===== src/rtl/isd_pkg.sv =====
package isd_pkg;
  localparam int SEL_W    = 3;
  localparam int PAIR_SRC = 5;
  localparam int CH3_SRC  = 4;
  localparam int ASRC_W   = 2;

  typedef struct packed {
    logic             frameEdge;
    logic             loadSrc;
    logic [ASRC_W-1:0] newSrc;
    logic             wantValid;
  } isdStrobe_t;
endpackage


===== src/rtl/isd_ctrl.sv =====
module isd_ctrl
  import isd_pkg::*;
(
  input  logic [SEL_W-1:0]    selCode,
  input  logic                frameStart,
  output logic [PAIR_SRC-1:0] pairSel,
  output logic [CH3_SRC-1:0]  ch3Sel,
  output logic                auxCapture,
  output isdStrobe_t          strobe
);
  logic senseOneCode;

  always_comb begin
    pairSel = '0;
    ch3Sel  = '0;
    case (selCode)
      3'd0: ch3Sel[0] = 1'b1;
      3'd1: begin pairSel[0] = 1'b1; ch3Sel[0] = 1'b1; end
      3'd2: begin pairSel[1] = 1'b1; ch3Sel[1] = 1'b1; end
      3'd3: begin pairSel[2] = 1'b1; ch3Sel[1] = 1'b1; end
      3'd7: begin pairSel[4] = 1'b1; ch3Sel[3] = 1'b1; end
      default: begin pairSel[3] = 1'b1; ch3Sel[2] = 1'b1; end
    endcase
  end

  assign senseOneCode = (selCode == 3'd4) || (selCode == 3'd5) || (selCode == 3'd6);
  assign auxCapture   = senseOneCode;

  always_comb begin
    strobe.frameEdge = frameStart;
    strobe.loadSrc   = frameStart && senseOneCode;
    strobe.wantValid = (selCode == 3'd1);
    case (selCode)
      3'd5:    strobe.newSrc = 2'b01;
      3'd6:    strobe.newSrc = 2'b10;
      default: strobe.newSrc = 2'b00;
    endcase
  end
endmodule


===== src/rtl/isd_state.sv =====
module isd_state
  import isd_pkg::*;
(
  input  logic              clk,
  input  logic              rstN,
  input  logic              holdCtl,
  input  isdStrobe_t        strobe,
  output logic [ASRC_W-1:0] srcQ,
  output logic              validQ
);
  logic holdQ;

  always_ff @(posedge clk) begin
    if (!rstN) begin
      srcQ   <= '0;
      validQ <= 1'b0;
      holdQ  <= 1'b1;
    end else begin
      holdQ <= holdCtl;
      if (strobe.loadSrc) srcQ <= strobe.newSrc;
      if (strobe.frameEdge)
        validQ <= strobe.wantValid && (srcQ != '0) && !holdQ;
    end
  end
endmodule


===== src/rtl/isel_decoder.sv =====
module isel_decoder
  import isd_pkg::*;
(
  input  logic                clk,
  input  logic                rstN,
  input  logic [SEL_W-1:0]    selCode,
  input  logic                frameStart,
  input  logic                holdCtl,
  output logic [PAIR_SRC-1:0] chanOneSel,
  output logic [PAIR_SRC-1:0] chanTwoSel,
  output logic [CH3_SRC-1:0]  chanThreeSel,
  output logic                chanThreeUnity,
  output logic                auxHoldCapture,
  output logic [ASRC_W-1:0]   asyncSrc,
  output logic                asyncValid
);
  isdStrobe_t          strobe;
  logic [PAIR_SRC-1:0] pairSel;

  isd_ctrl uCtrl (
    .selCode(selCode), .frameStart(frameStart), .pairSel(pairSel),
    .ch3Sel(chanThreeSel), .auxCapture(auxHoldCapture), .strobe(strobe)
  );

  isd_state uState (
    .clk(clk), .rstN(rstN), .holdCtl(holdCtl), .strobe(strobe),
    .srcQ(asyncSrc), .validQ(asyncValid)
  );

  assign chanOneSel     = pairSel;
  assign chanTwoSel     = pairSel;
  assign chanThreeUnity = !chanThreeSel[CH3_SRC-1];
endmodule


===== config.mk =====
export PLATFORM = sky130hd
export DESIGN_NAME = isel_decoder
export DESIGN_NICKNAME = d
export VERILOG_FILES = /design/src/rtl/isd_pkg.sv /design/src/rtl/isd_ctrl.sv /design/src/rtl/isd_state.sv /design/src/rtl/isel_decoder.sv
export SDC_FILE = /design/constraint.sdc
export NUM_CORES = 1
export LEC_CHECK = 0
export ABC_AREA = 0
export BUFFER_PORTS_ARGS = -buffer_cell sky130_fd_sc_hd__buf_2
export CAP_MARGIN = 0
export CORE_AREA = 2 2 39 41
export CTS_BUF_LIST = sky130_fd_sc_hd__clkbuf_2 sky130_fd_sc_hd__clkbuf_4 sky130_fd_sc_hd__clkbuf_8
export CTS_CLUSTER_SIZE = 24
export DETAILED_ROUTE_END_ITERATION = 10
export DIE_AREA = 0 0 41 43
export GPL_TIMING_DRIVEN = 0
export HOLD_SLACK_MARGIN = 0.1
export PLACE_DENSITY_LB_ADDON = 0.3
export SETUP_SLACK_MARGIN = 0.1
export SLEW_MARGIN = 30
export SYNTH_ARGS = -nofsm -noshare
export SYNTH_HDL_FRONTEND = slang
export SYNTH_SLANG_ARGS = --single-unit

===== constraint.sdc =====
create_clock -name clk -period 1.7 [get_ports clk]
set_clock_uncertainty 0.2 [all_clocks]
set_input_delay 0.17 -clock clk [delete_from_list [all_inputs] [get_ports clk]]
set_output_delay 0.17 -clock clk [all_outputs]
set_load 0.05 [all_outputs]

==> results by group <==
Critical path
  • CP arrival: about 1.5 ns
  • WS Path Type: in2reg
  • FF-to-FF End: uState.validQ
  • Worst Reg-to-Reg Cells: 2
  • Worst-path maximum fanout: 1
  • Worst r2r src: uState.srcQ[1]
  • R2R setup slack: 0.71 ns
  • CP Capture Type: register
  • CP required: approximately 1.6 ns
  • Critical Path Start Type: input port

Global route
  • First-pass GRT wire length: ~990 µm
  • Largest net degree at the start of global routing: 10
  • Overflow after GRT: 0
  • Initial antenna violation count: 0
  • GR Util All Layers: 0.08216
  • Vias in the first global route: 251

Die
  • Core ar.: 1384 µm²
  • Die width: a little over 40 µm
  • Starting Density: 0.2107
  • Number of cell rows: 14
  • Die area: 1763 µm²
  • Die H: 43 µm
  • IO Pins: 26

STA
  • Tmin final: 1.557 ns
  • Post-route setup TNS: 0 ns
  • Unrepaired setup endpoints after global routing: false
  • Fin crit share: 0.9161
  • Final Hold Viols: 0
  • Final Max Tran Viols: 0
  • Max Fclk: around 640 MHz
  • Setup Viol. Count Final: 0
  • Relative slew slack: 0.8412
  • Slew at the pin closest to its max-slew limit: 0.2356 ns

Worst hold path
  • HP Start: selCode[0]
  • Worst Hold Depth: 3
  • HP Class: in2reg
  • Hold Crit Endpoint: uState.validQ

Final layout
  • Total Nets Final: 73
  • Antenna cells: 0
  • Synth-to-Final Area Change: 78.54%
  • Share of layout cells above drive strength 1: 0.7188
  • Layout fillers: roughly 150
  • Post-route insts no fill: 80

Yosys
  • Register area share after synthesis: 0.2747
  • Mapped cell area: 291.5 µm²
  • Mapped Cells: 32
  • Unique masters post-synth: 17
  • Post-synth top cells: buf_4 (8), dfxtp_1 (4)
  • Number of synthesized flops with an enable pin: 0
  • Async S/R FF share, synth: 0
  • Largest cells by area after synthesis: dfxtp_1 (27%), buf_4 (21%), and3b_1 (6.0%), o41ai_2 (5.6%), a21boi_0 (5.2%)
  • Syn avg cell area: between 9 and 10 µm²
  • Synthesis warning total: 0
  • Top-count cell post-synth: buf_4
  • Area share of the largest cell type after synthesis: 0.2747
  • Area leader, netlist: dfxtp_1
  • Post-synth top flop: dfxtp_1
  • Synth Register Bits: 4
  • Mapped Nets: 39

Drt
  • DR vias/cell: 4.163
  • DR WL/cell: 8.388 µm
  • Drt pass-1 iters: 2
  • First DRT Iteration DRCs: 3
  • Post-DRT Antenna Nets: 0
  • Total number of vias: 333
  • Residual DRC: 0
  • WL final: 671 µm

Place
  • Hpwl dp: 538.9 µm
  • PortBufs: 25
  • RD Place Congestion: 0.7052
  • Cell count after placement: 73

Outcome
  • Status: completed

Power
  • Max VDD drop: 0.3080 mV
  • Leakage: 0.2927 nW
  • Cell area power density: 694.7 nW/µm²

Clock network
  • Root Buffer: clkbuf_4
  • CTS tree: yes
  • Max Root-Sink Buffers: 2
  • PostCTS Resize Cnt: 0
  • Clock net sink count: 4
  • Num CTS Buffers: 3
  • H-tree depth: 1
  • CTS clock-pin slew for the worst setup and hold paths: 0.03 ns
  • Worst skew pair latency: around 0.23 ns

Run
  • Max Cap Viol: 0
## layer usage
metal  wire length [µm]  GRT usage  vias up  part of all wire
li1                   -          -      168                 -
met1                309     0.1086      142              0.46
met2                263     0.1125       23              0.39
met3                 98    0.01571        0              0.15
met4                  0    0.06000        0                 0
met5                  0          0        -                 0
## critical path, cell delays in order
cell and delay (ns):
dlygate4sd3_1 0.53, buf_2 0.11, nand2b_1 0.12, dlygate4sd3_1 0.54
## final cells by class
class | instances | area (µm²) | area share
buffer | 8 | 60.06 | 0.1154
clock buffer | 3 | 22.52 | 0.04327
inverter | 2 | 11.26 | 0.02163
multi-input combinational | 18 | 161.4 | 0.3101
sequential | 4 | 80.08 | 0.1538
tap | 16 | 20.02 | 0.03846
timing repair buffer | 29 | 165.2 | 0.3173
## logic make-up after synthesis
family          after synthesis  synth area share
simple gates                 13            0.3090
buf+inv                      10            0.2318
compound gates                5            0.1845
flops                         4            0.2747
## timing repair
item | 4_1_cts | 5_1_grt
hold endpoints to repair | 4 | 0
hold buffers | 4 | 0
setup buffers | 0 | 0
## placed cells by master, fill, tap and decap left out
cell           instances
o221a_2                1
nand3_2                1
dfxtp_1                4
o221a_1                1
nor2b_4                1
nand3b_1               1
o41ai_2                1
nand2b_1               1
and2_2                 2
and2b_2                1
clkinvlp_4             1
inv_1                  1
nor2_1                 1
buf_2                 25
nor2_2                 1
a21boi_2               1
and3b_1                2
a21boi_1               1
clkbuf_4               3
nand4bb_1              1
buf_4                  8
dlygate4sd3_1          4
nand2_1                1
## metrics by stage
stage | hold WS [ns] | total power, mW | instance area, µm² | setup slack [ns] | util
4_1_cts | 0.1228 | 0.3715 | 520.5 | 0.1581 | 0.3761
3_3_place_gp | 0.1521 | 0.2451 | 457.9 | 0.3194 | 0.3309
6_report | 0.1333 | 0.3616 | 520.5 | 0.1427 | 0.3761
5_1_grt | 0.1520 | 0.3867 | 520.5 | 0.1410 | 0.3761
2_1_floorplan | 0.04304 | 0.2086 | 312.8 | 0.2076 | -
3_5_place_dp | 0.1559 | 0.2456 | 457.9 | 0.3267 | 0.3309
## where the power goes
| part | switching [mW] | internal, mW | leakage (nW) |
|---|---|---|---|
| sequential | 0.00216 | 0.0981 | 0.0328 |
| clock | 0.0325 | 0.0785 | 0.0138 |
| combinational | 0.103 | 0.0476 | 0.246 |
## state kept, by name, indices dropped and copies added (netlist names)
name and count:
uState.srcQ 2, uState.holdQ 1, uState.validQ 1
## worst max-delay path by stage
stage	from	to	slack [ns]	depth (start not counted)
3_3_place_gp	selCode[1]	chanTwoSel[2]	0.32	5
2_1_floorplan	selCode[1]	chanTwoSel[2]	0.21	3
4_1_cts	holdCtl	uState.holdQ	0.16	4
3_5_place_dp	selCode[1]	chanTwoSel[2]	0.33	5
6_report	holdCtl	uState.holdQ	0.14	4
5_1_grt	holdCtl	uState.holdQ	0.14	4
No activity file was read; power rests on OpenSTA's default activity.
